--- src/rtl/cfg_req_pkg.sv ---
package cfg_req_pkg;

   localparam int unsigned DW = 32;

   typedef enum logic [1:0] {
      SZ_DWORD = 2'b00,
      SZ_BYTE  = 2'b01,
      SZ_HALF  = 2'b10,
      SZ_RSVD  = 2'b11
   } acc_size_e;

   typedef enum logic [1:0] {
      CPL_OK = 2'd0,
      CPL_UR = 2'd1,
      CPL_CA = 2'd2,
      CPL_MA = 2'd3
   } cpl_stat_e;

   typedef enum logic [1:0] {
      ST_IDLE,
      ST_REQ,
      ST_WAIT,
      ST_LOCAL
   } eng_state_e;

   typedef struct packed {
      logic      write;
      logic      type1;
      acc_size_e size;
   } op_t;

   localparam logic [2:0] RA_TGT  = 3'd0;
   localparam logic [2:0] RA_CTRL = 3'd1;
   localparam logic [2:0] RA_DATA = 3'd2;
   localparam logic [2:0] RA_ERR  = 3'd3;
   localparam logic [2:0] RA_ROOT = 3'd4;

   localparam int unsigned ERR_UR_BIT  = 4;
   localparam int unsigned ERR_ABT_BIT = 5;
   localparam int unsigned ERR_TMO_BIT = 6;

endpackage

--- src/rtl/cfg_lane_merge.sv ---
module cfg_lane_merge
   import cfg_req_pkg::*;
#(
   parameter int unsigned LANES = 4
) (
   input  logic [8*LANES-1:0] old_dw,
   input  logic [8*LANES-1:0] new_val,
   input  logic [1:0]         off,
   input  acc_size_e          size,
   output logic [8*LANES-1:0] merged
);
   localparam int unsigned W = 8*LANES;

   logic [W-1:0]     shifted;
   logic [LANES-1:0] lane_en;

   initial begin
      assert (LANES == 4) else $error("cfg_lane_merge: LANES must be 4");
   end

   always_comb begin
      unique case (size)
         SZ_BYTE: shifted = new_val << (8 * off);
         SZ_HALF: shifted = new_val << (16 * off[1]);
         default: shifted = new_val;
      endcase
   end

   for (genvar l = 0; l < LANES; l++) begin : g_lane
      always_comb begin
         unique case (size)
            SZ_BYTE: lane_en[l] = (off == 2'(l));
            SZ_HALF: lane_en[l] = (off[1] == l[1]);
            default: lane_en[l] = 1'b1;
         endcase
      end
      assign merged[8*l +: 8] = lane_en[l] ? shifted[8*l +: 8] : old_dw[8*l +: 8];
   end

endmodule

--- src/rtl/cfg_cpl_timer.sv ---
module cfg_cpl_timer #(
   parameter int unsigned TIMEOUT_CYCLES = 64
) (
   input  logic clk,
   input  logic rst_n,
   input  logic run,
   output logic expire
);
   localparam int unsigned CW = $clog2(TIMEOUT_CYCLES + 1);
   localparam logic [CW-1:0] LAST = CW'(TIMEOUT_CYCLES - 1);

   logic [CW-1:0] cnt_q;

   initial begin
      assert (TIMEOUT_CYCLES >= 2) else $error("cfg_cpl_timer: TIMEOUT_CYCLES too small");
   end

   assign expire = run && (cnt_q == LAST);

   always_ff @(posedge clk or negedge rst_n) begin
      if (!rst_n)                cnt_q <= '0;
      else if (run && !expire)   cnt_q <= cnt_q + 1'b1;
      else                       cnt_q <= '0;
   end

   // the wait counter never passes its limit
   a_r8_cnt_bound: assert property (@(posedge clk) disable iff (!rst_n)
      cnt_q <= LAST);

endmodule

--- src/rtl/cfg_local_space.sv ---
module cfg_local_space #(
   parameter int unsigned WORDS    = 16,
   parameter logic [31:0] LOCAL_ID = 32'h0
) (
   input  logic        clk,
   input  logic        rst_n,
   input  logic        we,
   input  logic [9:0]  off_dw,
   input  logic [31:0] wdata,
   output logic [31:0] rdata
);
   localparam int unsigned LIW = (WORDS > 1) ? $clog2(WORDS) : 1;

   logic [WORDS-1:0][31:0] words;
   logic                   in_range;
   logic [LIW-1:0]         idx;

   initial begin
      assert (WORDS >= 1 && WORDS <= 1024) else $error("cfg_local_space: WORDS out of range");
   end

   assign in_range = ({22'b0, off_dw} < WORDS);
   assign idx      = off_dw[LIW-1:0];
   assign rdata    = in_range ? words[idx] : '0;

   for (genvar w = 0; w < WORDS; w++) begin : g_word
      logic [31:0] word_q;
      always_ff @(posedge clk or negedge rst_n) begin
         if (!rst_n)                                    word_q <= (w == 0) ? LOCAL_ID : 32'h0;
         else if (we && in_range && idx == LIW'(w))     word_q <= wdata;
      end
      assign words[w] = word_q;
   end

endmodule

--- src/rtl/cfg_req_engine.sv ---
module cfg_req_engine
   import cfg_req_pkg::*;
#(
   parameter int unsigned TIMEOUT_CYCLES = 64,
   parameter int unsigned LOCAL_WORDS    = 16,
   parameter logic [31:0] LOCAL_ID       = 32'h1234_ABCD
) (
   input  logic        clk,
   input  logic        rst_n,
   input  logic        reg_we,
   input  logic [2:0]  reg_addr,
   input  logic [31:0] reg_wdata,
   output logic [31:0] reg_rdata,
   output logic        req_valid,
   input  logic        req_ready,
   output logic        req_write,
   output logic        req_type1,
   output logic [31:0] req_addr,
   output logic [31:0] req_data,
   input  logic        cpl_valid,
   input  logic [1:0]  cpl_status,
   input  logic [31:0] cpl_data
);
   localparam logic [31:0] ALL_ONES = '1;

   eng_state_e  state_q;
   op_t         op_q;
   logic [31:0] tgt_q, data_q, wbuf_q;
   logic [7:0]  root_q;
   logic [2:0]  err_q;     // [0] unsupported, [1] not found, [2] timeout
   logic        rmw_wr_q;

   logic busy, wr_ctrl, ctrl_clear, launch, is_local, sub_wr, dev_zero;
   logic tmr_run, tmr_expire, loc_we;
   logic [31:0] loc_rdata, merge_old, merged, loc_wdata;
   logic [2:0]  err_set, err_w1c;

   assign busy       = (state_q != ST_IDLE);
   assign wr_ctrl    = reg_we && (reg_addr == RA_CTRL);
   assign ctrl_clear = wr_ctrl && (reg_wdata == 32'h0);
   assign launch     = wr_ctrl && reg_wdata[31] && !busy;
   assign is_local   = (tgt_q[31:24] == root_q);
   assign dev_zero   = (tgt_q[23:19] == 5'd0);
   assign sub_wr     = op_q.write && (op_q.size == SZ_BYTE || op_q.size == SZ_HALF);

   assign merge_old  = (state_q == ST_LOCAL) ? loc_rdata : cpl_data;

   cfg_lane_merge #(.LANES(4)) u_merge (
      .old_dw  (merge_old),
      .new_val (data_q),
      .off     (tgt_q[1:0]),
      .size    (op_q.size),
      .merged  (merged)
   );

   assign tmr_run = (state_q == ST_WAIT) && !cpl_valid && !ctrl_clear;

   cfg_cpl_timer #(.TIMEOUT_CYCLES(TIMEOUT_CYCLES)) u_timer (
      .clk    (clk),
      .rst_n  (rst_n),
      .run    (tmr_run),
      .expire (tmr_expire)
   );

   assign loc_we    = (state_q == ST_LOCAL) && op_q.write && dev_zero && !ctrl_clear;
   assign loc_wdata = sub_wr ? merged : data_q;

   cfg_local_space #(.WORDS(LOCAL_WORDS), .LOCAL_ID(LOCAL_ID)) u_local (
      .clk    (clk),
      .rst_n  (rst_n),
      .we     (loc_we),
      .off_dw (tgt_q[11:2]),
      .wdata  (loc_wdata),
      .rdata  (loc_rdata)
   );

   // request channel
   assign req_valid = (state_q == ST_REQ);
   assign req_write = op_q.write && (!sub_wr || rmw_wr_q);
   assign req_type1 = op_q.type1;
   assign req_addr  = {tgt_q[31:2], 2'b00};
   assign req_data  = wbuf_q;

   // error flags raised by the sequencer this cycle
   always_comb begin
      err_set = 3'b000;
      if (!ctrl_clear) begin
         if (state_q == ST_LOCAL && !dev_zero) err_set[1] = 1'b1;
         if (state_q == ST_WAIT) begin
            if (cpl_valid) begin
               if (cpl_stat_e'(cpl_status) == CPL_UR)      err_set[0] = 1'b1;
               else if (cpl_stat_e'(cpl_status) != CPL_OK) err_set[1] = 1'b1;
            end else if (tmr_expire) begin
               err_set[2] = 1'b1;
            end
         end
      end
   end

   assign err_w1c = (reg_we && reg_addr == RA_ERR) ?
                    {reg_wdata[ERR_TMO_BIT], reg_wdata[ERR_ABT_BIT], reg_wdata[ERR_UR_BIT]} : 3'b000;

   always_ff @(posedge clk or negedge rst_n) begin
      if (!rst_n) err_q <= '0;
      else        err_q <= (err_q & ~err_w1c) | err_set;
   end

   // software-owned registers
   always_ff @(posedge clk or negedge rst_n) begin
      if (!rst_n) begin
         tgt_q  <= '0;
         root_q <= '0;
      end else if (reg_we && !busy) begin
         if (reg_addr == RA_TGT)  tgt_q  <= reg_wdata;
         if (reg_addr == RA_ROOT) root_q <= reg_wdata[7:0];
      end
   end

   // sequencer
   always_ff @(posedge clk or negedge rst_n) begin
      if (!rst_n) begin
         state_q  <= ST_IDLE;
         op_q     <= '0;
         data_q   <= '0;
         wbuf_q   <= '0;
         rmw_wr_q <= 1'b0;
      end else if (ctrl_clear) begin
         state_q  <= ST_IDLE;
         rmw_wr_q <= 1'b0;
      end else begin
         unique case (state_q)
            ST_IDLE: begin
               if (reg_we && reg_addr == RA_DATA) data_q <= reg_wdata;
               if (launch) begin
                  op_q     <= '{write: reg_wdata[0], type1: reg_wdata[8],
                                size: acc_size_e'(reg_wdata[2:1])};
                  wbuf_q   <= data_q;
                  rmw_wr_q <= 1'b0;
                  state_q  <= is_local ? ST_LOCAL : ST_REQ;
               end
            end
            ST_LOCAL: begin
               if (!dev_zero) begin
                  if (!op_q.write) data_q <= ALL_ONES;
               end else if (!op_q.write) begin
                  data_q <= loc_rdata;
               end
               state_q <= ST_IDLE;
            end
            ST_REQ: begin
               if (req_ready) state_q <= ST_WAIT;
            end
            ST_WAIT: begin
               if (cpl_valid) begin
                  if (cpl_stat_e'(cpl_status) == CPL_OK) begin
                     if (sub_wr && !rmw_wr_q) begin
                        wbuf_q   <= merged;
                        rmw_wr_q <= 1'b1;
                        state_q  <= ST_REQ;
                     end else begin
                        if (!op_q.write) data_q <= cpl_data;
                        state_q <= ST_IDLE;
                     end
                  end else begin
                     if (!op_q.write) data_q <= ALL_ONES;
                     state_q <= ST_IDLE;
                  end
               end else if (tmr_expire) begin
                  if (!op_q.write) data_q <= ALL_ONES;
                  state_q <= ST_IDLE;
               end
            end
            default: state_q <= ST_IDLE;
         endcase
      end
   end

   // register readback
   always_comb begin
      unique case (reg_addr)
         RA_TGT:  reg_rdata = tgt_q;
         RA_CTRL: reg_rdata = {busy, 22'b0, op_q.type1, 5'b0, op_q.size, op_q.write};
         RA_DATA: reg_rdata = data_q;
         RA_ERR:  reg_rdata = {25'b0, err_q, 4'b0};
         RA_ROOT: reg_rdata = {24'b0, root_q};
         default: reg_rdata = '0;
      endcase
   end

   // a pending request holds its address and data until accepted
   a_r2_req_hold: assert property (@(posedge clk) disable iff (!rst_n)
      req_valid && !req_ready && !ctrl_clear |=> req_valid && $stable(req_addr) && $stable(req_data));

   // the latched access is frozen while busy
   a_r9_busy_frozen: assert property (@(posedge clk) disable iff (!rst_n)
      busy && !ctrl_clear |=> $stable(op_q) && $stable(tgt_q));

   // a zero control write idles the engine
   a_r10_clear_idles: assert property (@(posedge clk) disable iff (!rst_n)
      ctrl_clear |=> !busy && !req_valid);

   // a root-bus launch never reaches the link
   a_r11_local_quiet: assert property (@(posedge clk) disable iff (!rst_n)
      launch && is_local |=> !req_valid);

   // the unsupported flag stays until written with a one
   a_r6_ur_sticky: assert property (@(posedge clk) disable iff (!rst_n)
      err_q[0] && !err_w1c[0] |=> err_q[0]);

   // a merge write only follows a successful read phase
   a_r5_rmw_order: assert property (@(posedge clk) disable iff (!rst_n)
      req_valid && req_write && sub_wr |-> rmw_wr_q);

endmodule

--- config.mk ---
export PLATFORM = sky130hd
export DESIGN_NAME = cfg_req_engine
export DESIGN_NICKNAME = d
export VERILOG_FILES = /design/src/rtl/cfg_req_pkg.sv /design/src/rtl/cfg_lane_merge.sv /design/src/rtl/cfg_cpl_timer.sv /design/src/rtl/cfg_local_space.sv /design/src/rtl/cfg_req_engine.sv
export SDC_FILE = /design/constraint.sdc
export NUM_CORES = 1
export LEC_CHECK = 0
export BUFFER_PORTS_ARGS = -buffer_cell sky130_fd_sc_hd__buf_4
export CORE_ASPECT_RATIO = 1.25
export CORE_MARGIN = 10
export CORE_UTILIZATION = 40
export DETAILED_ROUTE_END_ITERATION = 8
export HOLD_SLACK_MARGIN = 0.05
export SKIP_LAST_GASP = 1
export SYNTH_ARGS = -nofsm -noshare
export SYNTH_HDL_FRONTEND = slang
export SYNTH_SLANG_ARGS = --single-unit
--- constraint.sdc ---
create_clock -name clk -period 6.8 [get_ports clk]
set_input_delay 2.04 -clock clk [delete_from_list [all_inputs] [get_ports clk]]
set_output_delay 2.04 -clock clk [all_outputs]
set_load 0.01 [all_outputs]
# Word-level counts from Yosys, hierarchy flattened
# Cells that the tools add are included.
dict set report op_classes {
  add_sub_neg 1
  magnitude_cmp 2
  n_eq_ne 45
  n_mux 56
  n_reduce_logical 63
  bitwise_logic 5
  shifts 2
}
# op n
set ops {}
lappend ops {{32-bit 2-to-1 mux} 17}
lappend ops {{32-bit one-hot mux with 5 select lines} 1}
lappend ops {{32-bit binary-select mux with 4-bit select} 1}
lappend ops {{32-bit one-hot mux with 2 select lines} 2}
lappend ops {{32-bit one-hot mux with 3 select lines} 1}
lappend ops {{32-bit by 5-bit left shift with 32-bit output} 2}
lappend ops {{1-bit logical AND} 35}
lappend ops {{4-bit equality test (second input constant)} 8}
lappend ops {{32-bit logical NOT} 1}
lappend ops {{8-bit 2-to-1 mux} 4}
lappend ops {{4-bit by 3-bit equality test with 1-bit output (second input constant)} 4}
lappend ops {{2-bit 2-to-1 mux} 8}
lappend ops {{1-bit 2-to-1 mux} 12}
lappend ops {{2-bit equality test (second input constant)} 5}
lappend ops {{10-bit by 5-bit less-than comparator with 1-bit output (second input constant)} 1}
lappend ops {{1-bit one-hot mux with 2 select lines} 5}
lappend ops {{3-bit 2-to-1 mux} 3}
lappend ops {{3-bit by 2-bit inequality test with 1-bit output (second input constant)} 3}
lappend ops {{3-bit inequality test (second input constant)} 3}
lappend ops {{2-bit by 1-bit equality test with 1-bit output (second input constant)} 4}
lappend ops {{4-bit by 2-bit equality test with 1-bit output (second input constant)} 2}
lappend ops {{8-bit equality test} 1}
lappend ops {{4-bit inequality test (second input constant)} 2}
lappend ops {{2-bit one-hot mux with 4 select lines} 1}
lappend ops {{other kinds (29)} 48}
dict set report word_totals {
  inputBits 74
  reg_bits 633
  output_inout_bits 99
  wordCells 201
}

# Depth between registers and ports, before layout
dict set report logic_depth {
  depth_word 11
  depth_mapped 11
}

# Modules after synthesis
# A second synthesis with hierarchy kept.
dict set report unflattened {
  hier_cells 2336
  area_unflattened_um2 32291.0
}
# mod instances seq_area_each_um2 cells_each area_per_inst_um2
set by_module_without_submodules {}
lappend by_module_without_submodules {cfg_local_space 1 12831.1 1436 23023.3}
lappend by_module_without_submodules {cfg_req_engine 1 2852.7 766 8205.4}
lappend by_module_without_submodules {cfg_lane_merge 1 0.0 106 759.5}
lappend by_module_without_submodules {cfg_cpl_timer 1 175.2 28 302.8}

# Least setup slack after synthesis
# OpenSTA, ideal clock, no wires.
dict set report synth_timing {
  path_type {input port to output port}
  startpoint {input port reg_addr[1]}
  endpoint {output port reg_rdata[10]}
  n_path_buf 1
  cell_stages 3
  t_required_ns 4.760
  arrival_time_ns 3.093
  setup_slack_ns 1.667
  cell_sequence {nor3_1 -> clkbuf_1 -> a22o_1}
}
dict set report synth_between {
  elab_chain_cells 2
  word_cells_on_any_way 6
}
# item line
set synth_rtl {}
lappend synth_rtl {{from (decl)} cfg_req_engine.sv:11} ;# input logic [2:0] reg_addr,
lappend synth_rtl {{3-bit equality test (tied with other cells)} cfg_req_engine.sv:180} ;# unique case (reg_addr)
lappend synth_rtl {{32-bit one-hot mux with 5 select lines (*)} cfg_req_engine.sv:180}
lappend synth_rtl {{to (decl)} cfg_req_engine.sv:13} ;# output logic [31:0] reg_rdata,
# Every way passes the cells marked *; elsewhere a longest branch is shown, timed or not.

# Worst setup path in the final report
dict set report layout_timing {
  startpoint {input port reg_addr[1]}
  endpoint {output port reg_rdata[5]}
}
# The elaborated chain is that of the path after synthesis.

==> results.sh <==
export IMPL_avgViaCountPerCell=5.71
export IMPL_timing_rr_start="tgt_q[20]"
export IMPL_ant_nets=0
export IMPL_synth_area_leader_cell="dfrtp_1"
export IMPL_root_buffer="clkbuf_16"
export IMPL_htree_levels=2
export IMPL_cts_resized=0
export IMPL_cp_num_buf_inv=3
export IMPL_drc=0
export IMPL_worstPathRequired_ns=4.76
export IMPL_overflow=0
export IMPL_min_period_ns=5.34
export IMPL_avgRoutedWirePerCell_um=25.1
export IMPL_finalHoldViolations=0
export IMPL_final_nets=3164
export IMPL_cts_clk_slew_worst_paths_ns=0.06
export IMPL_worstPathMaxFanout=29
export IMPL_worst_slew_pin_slew_ns=1.58
export IMPL_yosys_warnings=0
export IMPL_nFillCells=7525
export IMPL_vdd_ir_drop_max_uv=229
export IMPL_cp_start_kind="input port"
export IMPL_grt_start_max_net_pins=152
export IMPL_hp_start="u_timer.cnt_q[0]"
export IMPL_leakagePower_nw=18.0
export IMPL_n_antenna_cell=0
export IMPL_max_clock_path_buffers=3
export IMPL_cts_hold_buf=0
export IMPL_dieArea_um2=92800
export IMPL_vias=23974
export IMPL_synth_ff_type="dfrtp_1"
export IMPL_skew_ns=0.0334
export IMPL_min_path_type="flop to flop"
export IMPL_setup_viol=0
export IMPL_max_stage_delay_ns=0.31
export IMPL_grtUsageTotal_pct=22.5
export IMPL_fmax_mhz=187
export IMPL_syn_inst=3062
export IMPL_path_cells="buf_4 > nor3b_2 > buf_4 > a22o_1 > a221o_1 > buf_4"
export IMPL_path_delay_family="buffers and inverters"
export IMPL_drive_above_1_share_pct=18.5
export IMPL_period_share_pct=78.5
export IMPL_status="finished, violations left"
export IMPL_grt_pass1_wl_mm=160
export IMPL_synth_edff_count=0
export IMPL_grt_pass1_vias=24482
export IMPL_rsz0062_at_grt="false"
export IMPL_syn_area_um2=32400
export IMPL_cp_arrival_ns=3.30
export IMPL_numCtsBuffers=60
export IMPL_seq_area_frac_synth_pct=49.0
export IMPL_dp_hpwl_mm=70.9
export IMPL_drt_iter0_markers=1995
export IMPL_cts_setup_buffers=0
export IMPL_slowest_stage="a221o_1"
export IMPL_place_congestion=1.00
export IMPL_final_setup_tns_ns=0
export IMPL_ys_types=79
export IMPL_postSynthAreaPerCell_um2=10.6
export IMPL_regArea_um2=15900
export IMPL_critical_path_class="input port to output pin"
export IMPL_cap_violations=1
export IMPL_mostFrequentLayoutCells="dfrtp_1, nand2_1, o21ai_0"
export IMPL_critPathCaptureType="output pin"
export IMPL_drt_total_wl_mm=106
export IMPL_start_util_pct=40.3
export IMPL_synthTopCellsByArea="dfrtp_1, mux2i_1, mux4_2, o21ai_0, nand2_1"
export IMPL_power_density_nw_per_um2=320
export IMPL_rows=116
export IMPL_slew_headroom_pct=-6.00
export IMPL_area_growth_pct=12.2
export IMPL_synth_top_area_share_pct=47.8
export IMPL_clk_insertion_delay_late_ns=0.66
export IMPL_drv_slew=4
export IMPL_antenna_found_initial=0
export IMPL_dr_pass1_iters=5
export IMPL_synth_seq_cells=633
export IMPL_violations="max-capacitance violations, max-slew violations"
export IMPL_cp_common_cell="buf_4"
export IMPL_fp_coreArea_um2=80300
export IMPL_multi_input_area_um2=14200
export IMPL_critPathLaunch="reg_addr[1]"
export IMPL_top_level_ports=173
export IMPL_portBuffers=170
export IMPL_async_reset_ff_share_pct=100
export IMPL_cts_tree="done"
export IMPL_final_util_pct=45.3
export IMPL_die_y_um=338
export IMPL_die_w_um=275
export IMPL_final_common_cell="dfrtp_1"
export IMPL_clock_sink_count=633
area by class of cell:
type	instances	share of cell area (%)
Multi-Input combinational cell	1888	39.0
Tap cell	1062	3.66
Clock buffer	91	5.04
Inverter	259	2.68
Timing Repair Buffer	245	5.29
Sequential cell	633	43.7
Clock inverter	22	0.699
cells by family after synthesis:
kind of cell / count (synthesis) / synth area share, %
adders and majority gates: 3 / 0.116
and+or+nand+nor: 698 / 9.25
other: 1 / 0.0116
AOI/OAI and AO/OA: 726 / 14.4
DFF: 633 / 49.0
xor gates and xnor gates: 12 / 0.325
buffers and inverters: 542 / 7.60
muxes: 447 / 19.3
worst paths after layout:
path	depth (start not counted)	slack, ns	endpoint
setup / recovery	6	1.46	reg_rdata[5]
hold / removal	1	0.45	u_timer.cnt_q[0]
setup reg to reg	7	2.70	u_local.g_word[3].word_q[24]
hold reg to reg	1	0.45	u_timer.cnt_q[0]
max in group asynchronous	2	4.08	tgt_q[3]
min in group asynchronous	1	1.41	u_local.g_word[15].word_q[8]
sequential cells by signal (all words and copies together) (netlist names), 2 cells and up:
| signal | count |
|---|---|
| data_q | 32 |
| err_q | 3 |
| op_q | 3 |
| req_data | 32 |
| root_q | 8 |
| state_q | 2 |
| tgt_q | 32 |
| u_local.g_word.word_q | 512 |
| u_timer.cnt_q | 7 |
layer usage:
metal	wire length [um]	vias to the layer above	global-route usage, %
li1	-	10772	-
met1	42600	12018	28.5
met2	49900	917	36.3
met3	7040	267	3.93
met4	6010	0	12.0
met5	0	-	0
where the power goes:
group	switching (mW)	leakage (nW)	internal, mW
clock	1.51	1.03	2.04
sequential	0.499	7.40	4.00
combinational	2.26	9.59	1.30
cell usage after synthesis, types with 6 or more instances:
master       n
dfrtp_1    618
nand2_1    416
o21ai_0    322
mux2i_1    265
inv_1      256
clkbuf_1   137
nor2_1     130
mux4_2     108
a21oi_1    102
buf_4       51
mux2_2      51
buf_2       48
a22o_1      44
a22oi_1     42
nand3_1     33
o21ai_1     31
buf_1       28
a221oi_1    26
mux4_1      23
nand4_1     17
o211ai_1    17
o21a_1      16
dfstp_2     15
buf_6       14
o22ai_1     14
nor2b_1     13
nor3_1      13
a211oi_1    12
and3_1      12
o311ai_0    12
nand2b_1    11
o2bb2ai_1   11
nor4_1      10
xnor2_1     10
o221ai_1     9
nand2_2      8
a221o_1      7
a31oi_1      6
and2_1       6
o2111ai_1    6
o32ai_4      6
stage by stage:
stage	hold slack [ns]	power (mW)	cell area, um2	setup WS [ns]	instances
3_3_place_gp	0.450	8.10	34200	1.21	4087
3_5_place_dp	0.452	8.08	34200	1.16	4087
4_1_cts	0.460	11.7	36300	1.44	4200
6_report	0.454	11.6	36300	1.46	4200
2_1_floorplan	0.433	6.69	32400	1.67	3063
5_1_grt	0.470	12.1	36300	1.42	4200
Note: power is estimated with default switching activity, not from simulation.
